## src/rtl/xms_pkg.sv

```systemverilog
package xms_pkg;
  typedef enum logic {
    XM_READ  = 1'b0,
    XM_WRITE = 1'b1
  } xm_dir_e;
endpackage

```

## src/rtl/xms_cfg_reg.sv

```systemverilog
// Stretch configuration register with a parameterised reset value.
module xms_cfg_reg #(
  parameter int STRETCH_W = 3,
  parameter int RST_VAL   = 1
) (
  input  logic                 clk,
  input  logic                 rst,
  input  logic                 we,
  input  logic [STRETCH_W-1:0] din,
  output logic [STRETCH_W-1:0] stretch
);
  always_ff @(posedge clk) begin
    if (rst) begin
      stretch <= STRETCH_W'(RST_VAL);
    end else if (we) begin
      stretch <= din;
    end
  end
endmodule

```

## src/rtl/xms_timing.sv

```systemverilog
// Derives the phase length and the strobe window (phase indices) from
// the direction and the stretch value. Index 0 is the first address cycle.
module xms_timing
  import xms_pkg::*;
#(
  parameter int STRETCH_W = 3,
  parameter int CNT_W     = STRETCH_W + 1
) (
  input  xm_dir_e              dir,
  input  logic [STRETCH_W-1:0] stretch,
  output logic [CNT_W-1:0]     len,
  output logic [CNT_W-1:0]     str_first,
  output logic [CNT_W-1:0]     str_last
);
  logic [CNT_W-1:0] s_ext;

  always_comb begin
    s_ext    = CNT_W'(stretch);
    str_last = s_ext;
    if (dir == XM_WRITE) begin
      len = s_ext + CNT_W'(2);
      // Write strobe ends one cycle before the phase; one cycle wide for S<2.
      str_first = (s_ext == '0) ? '0 : CNT_W'(1);
    end else begin
      len       = s_ext + CNT_W'(1);
      str_first = '0;
    end
  end
endmodule

```

## src/rtl/xms_core.sv

```systemverilog
// Phase counter and registered memory-side outputs.
module xms_core
  import xms_pkg::*;
#(
  parameter int ADDR_W = 16,
  parameter int DATA_W = 8,
  parameter int CNT_W  = 4
) (
  input  logic              clk,
  input  logic              rst,
  input  logic              req_valid,
  input  xm_dir_e           req_dir,
  input  logic [ADDR_W-1:0] req_addr,
  input  logic [DATA_W-1:0] req_wdata,
  input  logic [CNT_W-1:0]  t_len,
  input  logic [CNT_W-1:0]  t_first,
  input  logic [CNT_W-1:0]  t_last,
  output logic [ADDR_W-1:0] mem_addr,
  output logic              mem_addr_vld,
  output logic              mem_rd,
  output logic              mem_wr,
  output logic [DATA_W-1:0] mem_wdata,
  input  logic [DATA_W-1:0] mem_rdata,
  output logic              done,
  output logic [DATA_W-1:0] rdata
);
  logic             busy;
  xm_dir_e          dir_q;
  logic [CNT_W-1:0] ph;
  logic [CNT_W-1:0] len_q;
  logic [CNT_W-1:0] first_q;
  logic [CNT_W-1:0] last_q;
  logic [CNT_W-1:0] ph_nxt;
  logic             ph_end;
  logic             win_nxt;
  logic             first_on;

  always_comb begin
    ph_nxt   = ph + CNT_W'(1);
    ph_end   = (ph == (len_q - CNT_W'(1)));
    win_nxt  = (ph_nxt >= first_q) && (ph_nxt <= last_q);
    first_on = (t_first == '0);
  end

  always_ff @(posedge clk) begin
    if (rst) begin
      busy         <= 1'b0;
      dir_q        <= XM_READ;
      ph           <= '0;
      len_q        <= CNT_W'(1);
      first_q      <= '0;
      last_q       <= '0;
      mem_addr     <= '0;
      mem_wdata    <= '0;
      mem_addr_vld <= 1'b0;
      mem_rd       <= 1'b0;
      mem_wr       <= 1'b0;
      done         <= 1'b0;
      rdata        <= '0;
    end else begin
      done <= 1'b0;
      if (!busy) begin
        if (req_valid) begin
          busy         <= 1'b1;
          dir_q        <= req_dir;
          ph           <= '0;
          len_q        <= t_len;
          first_q      <= t_first;
          last_q       <= t_last;
          mem_addr     <= req_addr;
          mem_wdata    <= req_wdata;
          mem_addr_vld <= 1'b1;
          mem_rd       <= (req_dir == XM_READ) && first_on;
          mem_wr       <= (req_dir == XM_WRITE) && first_on;
        end
      end else begin
        if ((dir_q == XM_READ) && (ph == last_q)) begin
          rdata <= mem_rdata;
        end
        if (ph_end) begin
          busy         <= 1'b0;
          mem_addr_vld <= 1'b0;
          mem_rd       <= 1'b0;
          mem_wr       <= 1'b0;
          done         <= 1'b1;
        end else begin
          ph     <= ph_nxt;
          mem_rd <= (dir_q == XM_READ) && win_nxt;
          mem_wr <= (dir_q == XM_WRITE) && win_nxt;
        end
      end
    end
  end
endmodule

```

## src/rtl/xms_strobe_seq.sv

```systemverilog
module xms_strobe_seq
  import xms_pkg::*;
#(
  parameter int ADDR_W      = 16,
  parameter int DATA_W      = 8,
  parameter int STRETCH_W   = 3,
  parameter int STRETCH_RST = 1
) (
  input  logic                 clk,
  input  logic                 rst,
  input  logic                 cfg_we,
  input  logic [STRETCH_W-1:0] cfg_stretch,
  input  logic                 req_valid,
  input  logic                 req_write,
  input  logic [ADDR_W-1:0]    req_addr,
  input  logic [DATA_W-1:0]    req_wdata,
  output logic [ADDR_W-1:0]    mem_addr,
  output logic                 mem_addr_vld,
  output logic                 mem_rd,
  output logic                 mem_wr,
  output logic [DATA_W-1:0]    mem_wdata,
  input  logic [DATA_W-1:0]    mem_rdata,
  output logic                 done,
  output logic [DATA_W-1:0]    rdata
);
  localparam int CNT_W = STRETCH_W + 1;

  xm_dir_e              req_dir;
  logic [STRETCH_W-1:0] stretch;
  logic [CNT_W-1:0]     t_len;
  logic [CNT_W-1:0]     t_first;
  logic [CNT_W-1:0]     t_last;

  assign req_dir = req_write ? XM_WRITE : XM_READ;

  xms_cfg_reg #(.STRETCH_W(STRETCH_W), .RST_VAL(STRETCH_RST)) u_cfg (
    .clk(clk), .rst(rst), .we(cfg_we), .din(cfg_stretch), .stretch(stretch)
  );

  xms_timing #(.STRETCH_W(STRETCH_W), .CNT_W(CNT_W)) u_tim (
    .dir(req_dir), .stretch(stretch),
    .len(t_len), .str_first(t_first), .str_last(t_last)
  );

  xms_core #(.ADDR_W(ADDR_W), .DATA_W(DATA_W), .CNT_W(CNT_W)) u_core (
    .clk(clk), .rst(rst),
    .req_valid(req_valid), .req_dir(req_dir),
    .req_addr(req_addr), .req_wdata(req_wdata),
    .t_len(t_len), .t_first(t_first), .t_last(t_last),
    .mem_addr(mem_addr), .mem_addr_vld(mem_addr_vld),
    .mem_rd(mem_rd), .mem_wr(mem_wr), .mem_wdata(mem_wdata),
    .mem_rdata(mem_rdata), .done(done), .rdata(rdata)
  );
endmodule

```

## config.mk

```make
export PLATFORM = sky130hd
export DESIGN_NAME = xms_strobe_seq
export DESIGN_NICKNAME = d
export VERILOG_FILES = /design/src/rtl/xms_pkg.sv /design/src/rtl/xms_cfg_reg.sv /design/src/rtl/xms_timing.sv /design/src/rtl/xms_core.sv /design/src/rtl/xms_strobe_seq.sv
export SDC_FILE = /design/constraint.sdc
export NUM_CORES = 1
export LEC_CHECK = 0
export CELL_PAD_IN_SITES_DETAIL_PLACEMENT = 1
export CELL_PAD_IN_SITES_GLOBAL_PLACEMENT = 1
export CORE_MARGIN = 4
export CORE_UTILIZATION = 34
export DETAILED_ROUTE_END_ITERATION = 10
export PLACE_DENSITY = 0.78
export SKIP_LAST_GASP = 1
export SLEW_MARGIN = 20
export SYNTH_ARGS = -nofsm -noshare
export SYNTH_HDL_FRONTEND = slang
export SYNTH_HIERARCHICAL = 1
export SYNTH_SLANG_ARGS = --single-unit
```

## constraint.sdc

```tcl
create_clock -name clk -period 2.5 [get_ports clk]
set_input_delay 0.375 -clock clk [delete_from_list [all_inputs] [get_ports clk]]
set_output_delay 0.375 -clock clk [all_outputs]
set_load 0.005 [all_outputs]
```

==> reports/qor.csv, run 1 <==
metric,value,unit
class of the most critical hold timing path,reg2reg,
setup total negative slack,0,ns
wire length after detailed routing,6870,um
global-route wire length before repair,11400,um
Crit path arrival time,2.43,ns
timing startpoint of the critical path,u_core/ph[0]$_SDFFE_PP0P_,
number of cells in the finished layout apart from fillers,480,
maximum vdd drop,0.000347,V
final period utilization,87.2,%
minimum clock period,2.18,ns
area growth from synthesis to final layout,41.5,%
clock network latency to the later pin of the worst-skew pair,0.33,ns
Post-CTS Repair Setup Buffers,0,
Setup crit end,u_core/mem_rd$_SDFFE_PP0P_,
synth cell count leaders,"nand2_1, dfxtp_1, a21oi_1",
deepest clock path buffer count,2,
clock-pin transition on the worst setup and hold timing paths,0.07,ns
number of hold buffers added after CTS,0,
FF-to-FF setup slack,0.32,ns
Top Ports,76,
Internal,1.79,mW
Post-Place Cell Area,3370,um2
area share of the leading cell type in the synthesized netlist,45.0,%
cell types with the largest area share after synthesis,"dfxtp_1, nand2_1, a21oi_1, ha_1, mux2i_1",
number of pins with negative max-slew slack in the final report,0,
Seq cells post-synth,57,
clock root buffer,clkbuf_8,
cell taking the most area after synthesis,dfxtp_1,
Max Cap Violations,0,
kind of launch point of the worst setup path,register,
Diodes inserted,0,
RSZ-0062 raised after global routing,no,
number of detailed-routing iterations run before antenna repair,3,
NetSw,623,uW
via total after detailed routing,2274,
power density normalized to cell area,673,nW/um2
post-layout instance area,3590,um2
number of enable flip-flop cells after synthesis,0,
critical path data required time,2.75,ns
Num CTS Buffers,9,
Horiz. Die Dim,94.4,um
core area,7250,um2
endpoints failing hold,0,
Switching Fraction,25.8,%
total leakage power,1.44,nW
sequential area share after synthesis,45.0,%
initial antenna violation count,0,
clk sink count,57,
number of unique standard cell types used by synthesis,39,
summed instance area of the synthesized netlist,2540,um2
post-synthesis area per instance,8.37,um2
initial core utilization,35.0,%
Antenna Nets Post-Route,0,
remaining routing DRC violations,0,
global route total overflow,0,
cell count after synthesis,303,
count of instances resized after the clock tree is built,0,
number of nets in the final layout,430,
proportion of power drawn by flip-flops and latches,42.0,%
TritonCTS clock tree,built,
count of placed standard cells including taps,465,
violation count after the first detailed-route iteration,73,
final number of setup-violating endpoints,0,
die span in y,94.4,um
die area,8910,um2
per-cell routed wire length,14.3,um
GRT Resource Usage Total,16.1,%
most common flop cell mapped by yosys,dfxtp_1,
remaining max-slew budget at the tightest pin,46.8,%
category of the worst setup path capture point,register,
depth of the worst register-to-register path,7,
H-tree lvl count,3,
vias in the first global route,2378,
pin count of the biggest net entering global routing,41,
fraction of layout cells with a size suffix above 1,8.40,%
combinational cell fraction of total power,18.4,%
transition time of the tightest slew-check pin,0.797,ns
largest fanout on the critical path,7,
worst clock skew,0.00654,ns
cell with the most instances after synthesis,nand2_1,
placement row count,31,
placer's final routability congestion estimate,0.821,
endpoint of the worst register-to-register path,u_core/mem_rd$_SDFFE_PP0P_,
average via count per standard cell,4.74,
timing-limited maximum frequency,459,MHz
number of buffer cells added on primary ports,75,
startpoint of the worst-slack reg-to-reg timing path,u_core/ph[0]$_SDFFE_PP0P_,
Crit Path Class,reg2reg,
Synth async-reset ratio,0,%
status,"finished, final reports clean",
estimated wirelength of the detail-placed design,5070,um
Clk pwr share,39.5,%
number of synthesis warnings,6,
==> worst max-delay path, stage by stage, from the launching register on <==
cell      delay, ns
dfxtp_1        0.48
ha_1           0.33
ha_1           0.31
nor2b_1        0.14
o211ai_1       0.15
a21oi_1        0.08
or4_4          0.51
o22ai_2        0.12
==> how the worst min path moves through the flow <==
| stage | start | endpoint | slack [ns] | depth (start not counted) |
|---|---|---|---|---|
| 6_report | u_core/mem_wdata[7]$_SDFFE_PP0P_ | u_core/mem_wdata[7]$_SDFFE_PP0P_ | 0.46 | 2 |
| 5_1_grt | u_core/mem_wdata[7]$_SDFFE_PP0P_ | u_core/mem_wdata[7]$_SDFFE_PP0P_ | 0.48 | 2 |
| 4_1_cts | u_core/mem_addr[1]$_SDFFE_PP0P_ | u_core/mem_addr[1]$_SDFFE_PP0P_ | 0.46 | 2 |
| 3_5_place_dp | u_core/mem_addr[1]$_SDFFE_PP0P_ | u_core/mem_addr[1]$_SDFFE_PP0P_ | 0.45 | 2 |
| 3_3_place_gp | u_core/mem_addr[1]$_SDFFE_PP0P_ | u_core/mem_addr[1]$_SDFFE_PP0P_ | 0.44 | 2 |
| 2_1_floorplan | u_core/first_q[1]$_SDFFE_PP0P_ | u_core/first_q[1]$_SDFFE_PP0P_ | 0.44 | 2 |
==> per-layer routing <==
metal | vias up | share of wire, % | global-route usage, %
met1 | 1081 | 44 | 19.6
met5 | - | 0 | 0
met4 | 0 | 1.2 | 6.14
met3 | 7 | 4.1 | 3.51
met2 | 43 | 50 | 27.8
li1 | 1143 | - | -
==> cell usage in the layout, fill, tap and decap left out, types with 2 or more instances in the layout <==
cell / count
buf_4: 6
nor3_1: 2
nand3_1: 3
xor2_1: 4
nand2_1: 78
nand2b_1: 2
conb_1: 4
ha_1: 13
a21oi_1: 43
o22ai_2: 2
mux2i_1: 10
clkdlybuf4s50_1: 74
a211o_1: 3
o31ai_1: 2
dfxtp_1: 57
nor2_1: 17
o21a_1: 2
xnor2_1: 6
clkinv_2: 2
nor2b_1: 2
a2bb2oi_1: 2
nor4_1: 2
inv_1: 13
clkbuf_8: 10
bufinv_16: 2
==> power groups by stage <==
stage | Combinational, mW | Clock, mW | Sequential (mW)
after detailed placement | 0.446 | 0 | 1.04
after global placement | 0.437 | 0 | 1.03
after CTS | 0.450 | 0.985 | 1.02
final | 0.445 | 0.955 | 1.02
after global routing | 0.492 | 1.03 | 1.03
after floorplan | 0.236 | 0 | 1.03
==> per-stage QoR <==
stage / worst slack, ns / total power, mW / utilization [%] / hold slack, ns
6_report: 0.321 / 2.42 / 49.5 / 0.455
5_1_grt: 0.162 / 2.55 / 49.5 / 0.477
4_1_cts: 0.310 / 2.45 / 49.5 / 0.458
3_5_place_dp: 0.343 / 1.48 / 46.5 / 0.448
3_3_place_gp: 0.421 / 1.47 / 46.5 / 0.441
2_1_floorplan: 0.524 / 1.27 / - / 0.436
==> kinds of logic after synthesis <==
| group | Yosys count | synth area share, % |
|---|---|---|
| xor+xnor | 12 | 4.98 |
| mux | 10 | 3.94 |
| buf+inv | 35 | 6.36 |
| other cells | 1 | 0.148 |
| flops | 57 | 45.0 |
| fa+ha+maj | 13 | 6.41 |
| simple gates | 115 | 19.3 |
| compound gates | 60 | 13.9 |
==> state kept, by name (all words and copies together), names as in the netlist <==
| register | flops |
|---|---|
| u_core/dir_q | 1 |
| u_core/len_q | 4 |
| u_core/last_q | 4 |
| u_core/mem_wr | 1 |
| u_core/done | 1 |
| u_core/mem_wdata | 8 |
| u_core/busy | 1 |
| u_core/mem_rd | 1 |
| u_core/ph | 4 |
| u_cfg/stretch | 3 |
| u_core/mem_addr_vld | 1 |
| u_core/rdata | 8 |
| u_core/mem_addr | 16 |
| u_core/first_q | 4 |
==> final cells by class <==
cell class,instances,area [um2]
Fill cell,868,3660
Multi-Input combinational cell,214,1250
Clock buffer,10,138
Timing Repair Buffer,82,811
Clock inverter,5,78.8
Tap cell,99,124
Sequential cell,57,1140
Inverter,13,48.8
Note: power is estimated with default switching activity, not from simulation.
==> run 2: changes to the inputs <==
Settings changed: ABC_AREA set to 1, CORE_UTILIZATION 34 to 33, CTS_CLUSTER_DIAMETER set to 100.
==> reports/qor.csv, run 2 <==
metric,value,unit,change
Largest register FFs,16,,unchanged
power density normalized to cell area,709,nW/um2,was 673 nW/um2
Post-CTS Repair Setup Buffers,0,,unchanged
total leakage power,1.60,nW,was 1.44 nW
clock-pin transition on the worst setup and hold timing paths,0.07,ns,about the same
number of synthesis warnings,6,,unchanged
worst clock skew,0.00636,ns,was 0.00654 ns
core area,7730,um2,was 7250 um2
top register by number of flip-flops,u_core/mem_addr,,unchanged
vias in the first global route,2598,,was 2378
most common flop cell mapped by yosys,dfxtp_1,,unchanged
H-tree lvl count,3,,unchanged
cell with the most instances after synthesis,nor2_1,,was nand2_1
clock network latency to the later pin of the worst-skew pair,0.34,ns,was 0.33 ns
placer's final routability congestion estimate,0.815,,was 0.821
number of pins with negative max-slew slack in the final report,0,,unchanged
wire length after detailed routing,7310,um,was 6870 um
deepest clock path buffer count,2,,unchanged
initial core utilization,33.8,%,was 35.0%
startpoint of the worst-slack reg-to-reg timing path,u_core/ph[0]$_SDFFE_PP0P_,,unchanged
estimated wirelength of the detail-placed design,5450,um,was 5070 um
die area,9400,um2,was 8910 um2
largest fanout on the critical path,7,,unchanged
setup total negative slack,0,ns,unchanged
pin count of the biggest net entering global routing,35,,was 41
Internal,1.93,mW,was 1.79 mW
global route total overflow,0,,unchanged
Switching Fraction,26.0,%,was 25.8%
Crit path top cell by count,nand2_1,,was ha_1
Diodes inserted,0,,unchanged
Synth async-reset ratio,0,%,unchanged
status,"finished, final reports clean",,unchanged
Antenna Nets Post-Route,0,,unchanged
NetSw,679,uW,was 623 uW
initial antenna violation count,0,,unchanged
post-synthesis area per instance,7.44,um2,was 8.37 um2
final period utilization,80.8,%,was 87.2%
Hold Path Cell Cnt,2,,unchanged
"top library cells by usage in the layout, fill and taps aside","nor2_1, clkdlybuf4s50_1, dfxtp_1",,"was nand2_1, clkdlybuf4s50_1, dfxtp_1"
number of detailed-routing iterations run before antenna repair,4,,was 3
minimum clock period,2.02,ns,was 2.18 ns
per-cell routed wire length,13.7,um,was 14.3 um
area growth from synthesis to final layout,40.9,%,was 41.5%
fraction of layout cells with a size suffix above 1,8.82,%,was 8.40%
critical path data required time,2.77,ns,was 2.75 ns
number of enable flip-flop cells after synthesis,0,,unchanged
TritonCTS clock tree,built,,unchanged
Slowest cell on crit path,dfxtp_1,,was or4_4
GRT Resource Usage Total,16.1,%,about the same
Num CTS Buffers,9,,unchanged
Top Ports,76,,unchanged
global-route wire length before repair,12200,um,was 11400 um
Seq cells post-synth,57,,unchanged
Worst Hold Endpoint,u_core/first_q[3]$_SDFFE_PP0P_,,was u_core/mem_wdata[7]$_SDFFE_PP0P_
number of buffer and inverter instances along the worst setup path,0,,unchanged
depth of the worst register-to-register path,11,,was 7
via total after detailed routing,2466,,was 2274
area share of the leading cell type in the synthesized netlist,43.7,%,was 45.0%
timing-limited maximum frequency,495,MHz,was 459 MHz
number of unique standard cell types used by synthesis,30,,was 39
number of buffer cells added on primary ports,75,,unchanged
cell count after synthesis,351,,was 303
category of the worst setup path capture point,register,,unchanged
remaining routing DRC violations,0,,unchanged
RSZ-0062 raised after global routing,no,,unchanged
count of instances resized after the clock tree is built,0,,unchanged
kind of launch point of the worst setup path,register,,unchanged
maximum vdd drop,0.000308,V,was 0.000347 V
synth cell count leaders,"nor2_1, dfxtp_1, o21ai_0",,"was nand2_1, dfxtp_1, a21oi_1"
class of the most critical hold timing path,reg2reg,,unchanged
hold wc startpoint,u_core/first_q[3]$_SDFFE_PP0P_,,was u_core/mem_wdata[7]$_SDFFE_PP0P_
placement row count,32,,was 31
peak per-stage delay on the critical path,0.47,ns,was 0.51 ns
clk sink count,57,,unchanged
endpoint of the worst register-to-register path,u_core/mem_wr$_SDFFE_PP0P_,,was u_core/mem_rd$_SDFFE_PP0P_
"commonest non-fill, non-tap cell in the layout",nor2_1,,was nand2_1
sequential area share after synthesis,43.7,%,was 45.0%
proportion of power drawn by flip-flops and latches,39.9,%,was 42.0%
cell types with the largest area share after synthesis,"dfxtp_1, nor2_1, o21ai_0, ha_1, nand2_1",,"was dfxtp_1, nand2_1, a21oi_1, ha_1, mux2i_1"
Crit Path Class,reg2reg,,unchanged
final number of setup-violating endpoints,0,,unchanged
endpoints failing hold,0,,unchanged
number of nets in the final layout,479,,was 430
cell taking the most area after synthesis,dfxtp_1,,unchanged
Horiz. Die Dim,97.0,um,was 94.4 um
largest registers,"u_core/mem_addr: 16 flops, u_core/mem_wdata: 8 flops, u_core/rdata: 8 flops",,unchanged
die span in y,97.0,um,was 94.4 um
cell type group with the largest total delay on the critical path,adder cells,,was simple AND/OR/NAND/NOR gates
clock root buffer,clkbuf_8,,unchanged
number of hold buffers added after CTS,0,,unchanged
Max Cap Violations,0,,unchanged
FF-to-FF setup slack,0.48,ns,was 0.32 ns
average via count per standard cell,4.63,,was 4.74
post-route worst hold slack,0.482,ns,was 0.455 ns
summed instance area of the synthesized netlist,2610,um2,was 2540 um2
Clk pwr share,40.5,%,was 39.5%
combinational cell fraction of total power,19.6,%,was 18.4%
Crit path arrival time,2.29,ns,was 2.43 ns
"Cell Chain, Critical Path","ha_1, xor2_1, ha_1, nand2_1, o21bai_1, nand2_1, nand2_1, nand2_1, nor2_1, nand2_1, a21oi_1",,"was ha_1, ha_1, nor2b_1, o211ai_1, a21oi_1, or4_4, o22ai_2"
violation count after the first detailed-route iteration,52,,was 73
-- run 2: cell types whose count changed after synthesis, sizes merged, moves of 3 or more --
cell    change
a211o       -3
nor2b       -3
a21oi      -24
nand3      +10
mux2i      -10
nand2      -35
nor2       +68
inv        +23
buf         +3
xnor2       -6
o21ai      +43
clkbuf      -6
-- run 2: power by group through the flow --
stage / clock network [mW] / registers, mW / logic, mW
2_1_floorplan: 0 / 1.06 / 0.274
3_3_place_gp: 0 / 1.06 / 0.500
3_5_place_dp: 0 / 1.06 / 0.514
4_1_cts: 1.09 / 1.04 / 0.520
5_1_grt: 1.14 / 1.05 / 0.583
6_report: 1.06 / 1.04 / 0.512
-- run 2: worst max-delay path by stage --
| stage | slack [ns] | from | cells past startpoint | to |
|---|---|---|---|---|
| final | 0.48 | u_core/ph[0]$_SDFFE_PP0P_ | 11 | u_core/mem_wr$_SDFFE_PP0P_ |
| after global routing | 0.22 | u_core/ph[0]$_SDFFE_PP0P_ | 11 | u_core/mem_rd$_SDFFE_PP0P_ |
| after CTS | 0.46 | u_core/ph[0]$_SDFFE_PP0P_ | 11 | u_core/mem_rd$_SDFFE_PP0P_ |
| after detailed placement | 0.46 | u_core/ph[0]$_SDFFE_PP0P_ | 11 | u_core/mem_rd$_SDFFE_PP0P_ |
| after global placement | 0.61 | u_core/ph[0]$_SDFFE_PP0P_ | 11 | u_core/mem_rd$_SDFFE_PP0P_ |
| after floorplan | 0.85 | u_core/ph[0]$_SDFFE_PP0P_ | 11 | u_core/mem_wr$_SDFFE_PP0P_ |
-- run 2: through the flow --
stage	instance area [um2]	std cells	utilization, %	total power, mW	setup slack, ns
3_3_place_gp	3440	517	44.5	1.56	0.609
6_report	3680	533	47.6	2.61	0.479
4_1_cts	3680	533	47.6	2.65	0.463
5_1_grt	3680	533	47.6	2.78	0.224
2_1_floorplan	2620	354	-	1.33	0.847
3_5_place_dp	3440	517	44.5	1.58	0.455
-- run 2: metal layers --
layer  GRT usage, %  wire length, um  vias up
met5              0                0        -
met4           5.51               93        0
met3           5.48              405        8
met2           27.3             3510       50
met1           19.0             3290     1152
li1               -                -     1256
-- run 2: logic make-up after synthesis --
logic type / count (synthesis) / share of synthesized area, %
compound gates: 71 / 14.9
simple gates: 148 / 23.9
fa+ha+maj: 13 / 6.23
xor+xnor: 5 / 1.68
buf+inv: 56 / 9.48
other cells: 1 / 0.144
flops: 57 / 43.7
-- run 2: area by class of cell --
cell class / count / area [um2]
sequential: 57 / 1140
tap: 102 / 128
clock inverter: 5 / 103
fill: 944 / 4050
timing repair buffer: 80 / 788
clock buffer: 11 / 141
multi-input combinational: 241 / 1230
inverter: 37 / 144
-- run 2: worst reg2reg max path: cells and delay by family (launching register included) --
family	cells	cell delay [ns]
AND/OR/NAND/NOR	6	0.42
XOR/XNOR	1	0.29
AO/OA/AOI/OAI	2	0.24
adder cells (fa/ha/maj)	2	0.55
flip-flops	1	0.47
==> run 3: changes to the inputs <==
Settings changed: CORE_UTILIZATION 33 to 30, PLACE_DENSITY 0.78 to 0.74.
Clock period 2.5 ns to 1.8 ns, I/O delays scaled along.
==> reports/qor.csv, run 3 (synthesized netlist as in run 2, its figures left out) <==
metric,value,unit,change
Largest register FFs,16,,unchanged
Slowest cell on crit path,dfxtp_4,,was dfxtp_1
Top Ports,76,,unchanged
number of buffer cells added on primary ports,75,,unchanged
clock network latency to the later pin of the worst-skew pair,0.33,ns,was 0.34 ns
total leakage power,1.63,nW,was 1.60 nW
maximum vdd drop,0.000390,V,was 0.000308 V
worst setup slack after layout,-0.0266,ns,was 0.479 ns
H-tree lvl count,3,,unchanged
initial core utilization,31.3,%,was 33.8%
Max Cap Violations,0,,unchanged
deepest clock path buffer count,2,,unchanged
violation count after the first detailed-route iteration,76,,was 52
category of the worst setup path capture point,register,,unchanged
"Cell Chain, Critical Path","ha_4, ha_1, inv_1, nor2_1, o21ai_1, nand3_1, nand2_2, nor2_2, nand2_1, a21oi_2",,"was ha_1, xor2_1, ha_1, nand2_1, o21bai_1, nand2_1, nand2_1, nand2_1, nor2_1, nand2_1, a21oi_1"
initial antenna violation count,0,,unchanged
estimated wirelength of the detail-placed design,5340,um,was 5450 um
placement row count,33,,was 32
via total after detailed routing,2528,,was 2466
Switching Fraction,29.3,%,was 26.0%
worst clock skew,0.00521,ns,was 0.00636 ns
critical path data required time,2.06,ns,was 2.77 ns
largest fanout on the critical path,3,,was 7
final period utilization,101,%,was 80.8%
placer's final routability congestion estimate,0.873,,was 0.815
largest registers,"u_core/mem_addr: 16 flops, u_core/mem_wdata: 8 flops, u_core/rdata: 8 flops",,unchanged
post-route total power,3.33,mW,was 2.61 mW
remaining routing DRC violations,0,,unchanged
Diodes inserted,0,,unchanged
pin count of the biggest net entering global routing,47,,was 35
violated checks,negative setup slack,,
area growth from synthesis to final layout,46.4,%,was 40.9%
core area,8340,um2,was 7730 um2
NetSw,976,uW,was 679 uW
"commonest non-fill, non-tap cell in the layout",nor2_1,,unchanged
post-route worst hold slack,0.492,ns,was 0.482 ns
fraction of layout cells with a size suffix above 1,14.6,%,was 8.82%
clk sink count,57,,unchanged
power density normalized to cell area,870,nW/um2,was 709 nW/um2
depth of the worst register-to-register path,10,,was 11
timing-limited maximum frequency,547,MHz,was 495 MHz
die span in y,101,um,was 97.0 um
kind of launch point of the worst setup path,register,,unchanged
number of hold buffers added after CTS,0,,unchanged
clock root buffer,clkbuf_8,,unchanged
clock-pin transition on the worst setup and hold timing paths,0.07,ns,about the same
number of cells in the finished layout apart from fillers,544,,was 533
combinational cell fraction of total power,24.7,%,was 19.6%
Num CTS Buffers,9,,unchanged
proportion of power drawn by flip-flops and latches,43.3,%,was 39.9%
post-layout instance area,3820,um2,was 3680 um2
peak per-stage delay on the critical path,0.37,ns,was 0.47 ns
status,"finished, violations left",,"was finished, final reports clean"
per-cell routed wire length,14.5,um,was 13.7 um
count of placed standard cells including taps,526,,was 517
RSZ-0062 raised after global routing,yes,,was no
number of nets in the final layout,487,,was 479
setup total negative slack,-0.0503,ns,was 0 ns
final number of setup-violating endpoints,2,,was 0
number of detailed-routing iterations run before antenna repair,4,,unchanged
vias in the first global route,2578,,was 2598
Antenna Nets Post-Route,0,,unchanged
average via count per standard cell,4.65,,was 4.63
DP Worst Slack,-0.0613,ns,was 0.455 ns
wire length after detailed routing,7870,um,was 7310 um
global route total overflow,0,,unchanged
Post-Place Cell Area,3510,um2,was 3440 um2
minimum clock period,1.83,ns,was 2.02 ns
"top library cells by usage in the layout, fill and taps aside","nor2_1, clkdlybuf4s50_1, dfxtp_1",,unchanged
Crit Path Class,reg2reg,,unchanged
Hold Path Cell Cnt,2,,unchanged
die area,10300,um2,was 9400 um2
endpoints failing hold,0,,unchanged
class of the most critical hold timing path,reg2reg,,unchanged
top register by number of flip-flops,u_core/mem_addr,,unchanged
final standard cell utilization of the core,45.8,%,was 47.6%
GRT Resource Usage Total,15.1,%,was 16.1%
Clk pwr share,32.0,%,was 40.5%
TritonCTS clock tree,built,,unchanged
number of pins with negative max-slew slack in the final report,0,,unchanged
Crit path arrival time,2.09,ns,was 2.29 ns
Horiz. Die Dim,101,um,was 97.0 um
global-route wire length before repair,12300,um,was 12200 um
Internal,2.35,mW,was 1.93 mW
==> run 3: cell types whose count changed in the layout (fill, tap and decap cells not counted), sizes merged <==
cell,before,now
buf,5,13
bufinv,3,0
clkbuf,11,13
clkinv,2,4
clkinvlp,1,0
==> run 3: power groups by stage <==
stage	Clock (mW)	Sequential, mW	Combinational, mW
floorplan	0	1.47	0.380
global placement	0	1.46	0.730
detailed placement	0	1.47	0.749
CTS	1.10	1.44	0.758
global route	1.17	1.46	0.915
finish	1.06	1.44	0.820
==> run 3: layout make-up <==
cell class	count	area (um2)
Fill cell	1020	4520
Multi-Input combinational cell	241	1350
Timing Repair Buffer	88	873
Clock inverter	3	15.0
Clock buffer	13	159
Inverter	37	144
Tap cell	105	131
Sequential cell	57	1150
==> run 3: path summary, 6_finish.rpt <==
path / slack [ns] / from / to
worst min-delay path: 0.49 / u_core/rdata[5]$_SDFFE_PP0P_ / u_core/rdata[5]$_SDFFE_PP0P_
worst min register to register: 0.49 / u_core/rdata[5]$_SDFFE_PP0P_ / u_core/rdata[5]$_SDFFE_PP0P_
worst max-delay path: -0.03 / u_core/ph[1]$_SDFFE_PP0P_ / u_core/mem_rd$_SDFFE_PP0P_
worst max register to register: -0.03 / u_core/ph[1]$_SDFFE_PP0P_ / u_core/mem_rd$_SDFFE_PP0P_
==> run 3: worst max-delay path, delay by kind of cell, from the launching register on <==
| family | cells | cell delay (ns) |
|---|---|---|
| AO/OA/AOI/OAI | 2 | 0.22 |
| flip-flops | 1 | 0.37 |
| buffers and inverters | 1 | 0.05 |
| AND/OR/NAND/NOR | 5 | 0.51 |
| adder cells (fa/ha/maj) | 2 | 0.60 |
==> run 3: timing repair <==
action,in CTS,in global routing
pin swaps,0,11
resized for setup,4,22
setup endpoints to repair,2,2
setup buffers,0,2
==> run 3: per-layer routing <==
metal | vias up | wire [um] | track usage [%]
li1 | 1274 | - | -
met1 | 1191 | 3440 | 18.5
met2 | 53 | 3790 | 24.2
met3 | 10 | 539 | 5.44
met4 | 0 | 96 | 5.62
met5 | - | 0 | 0
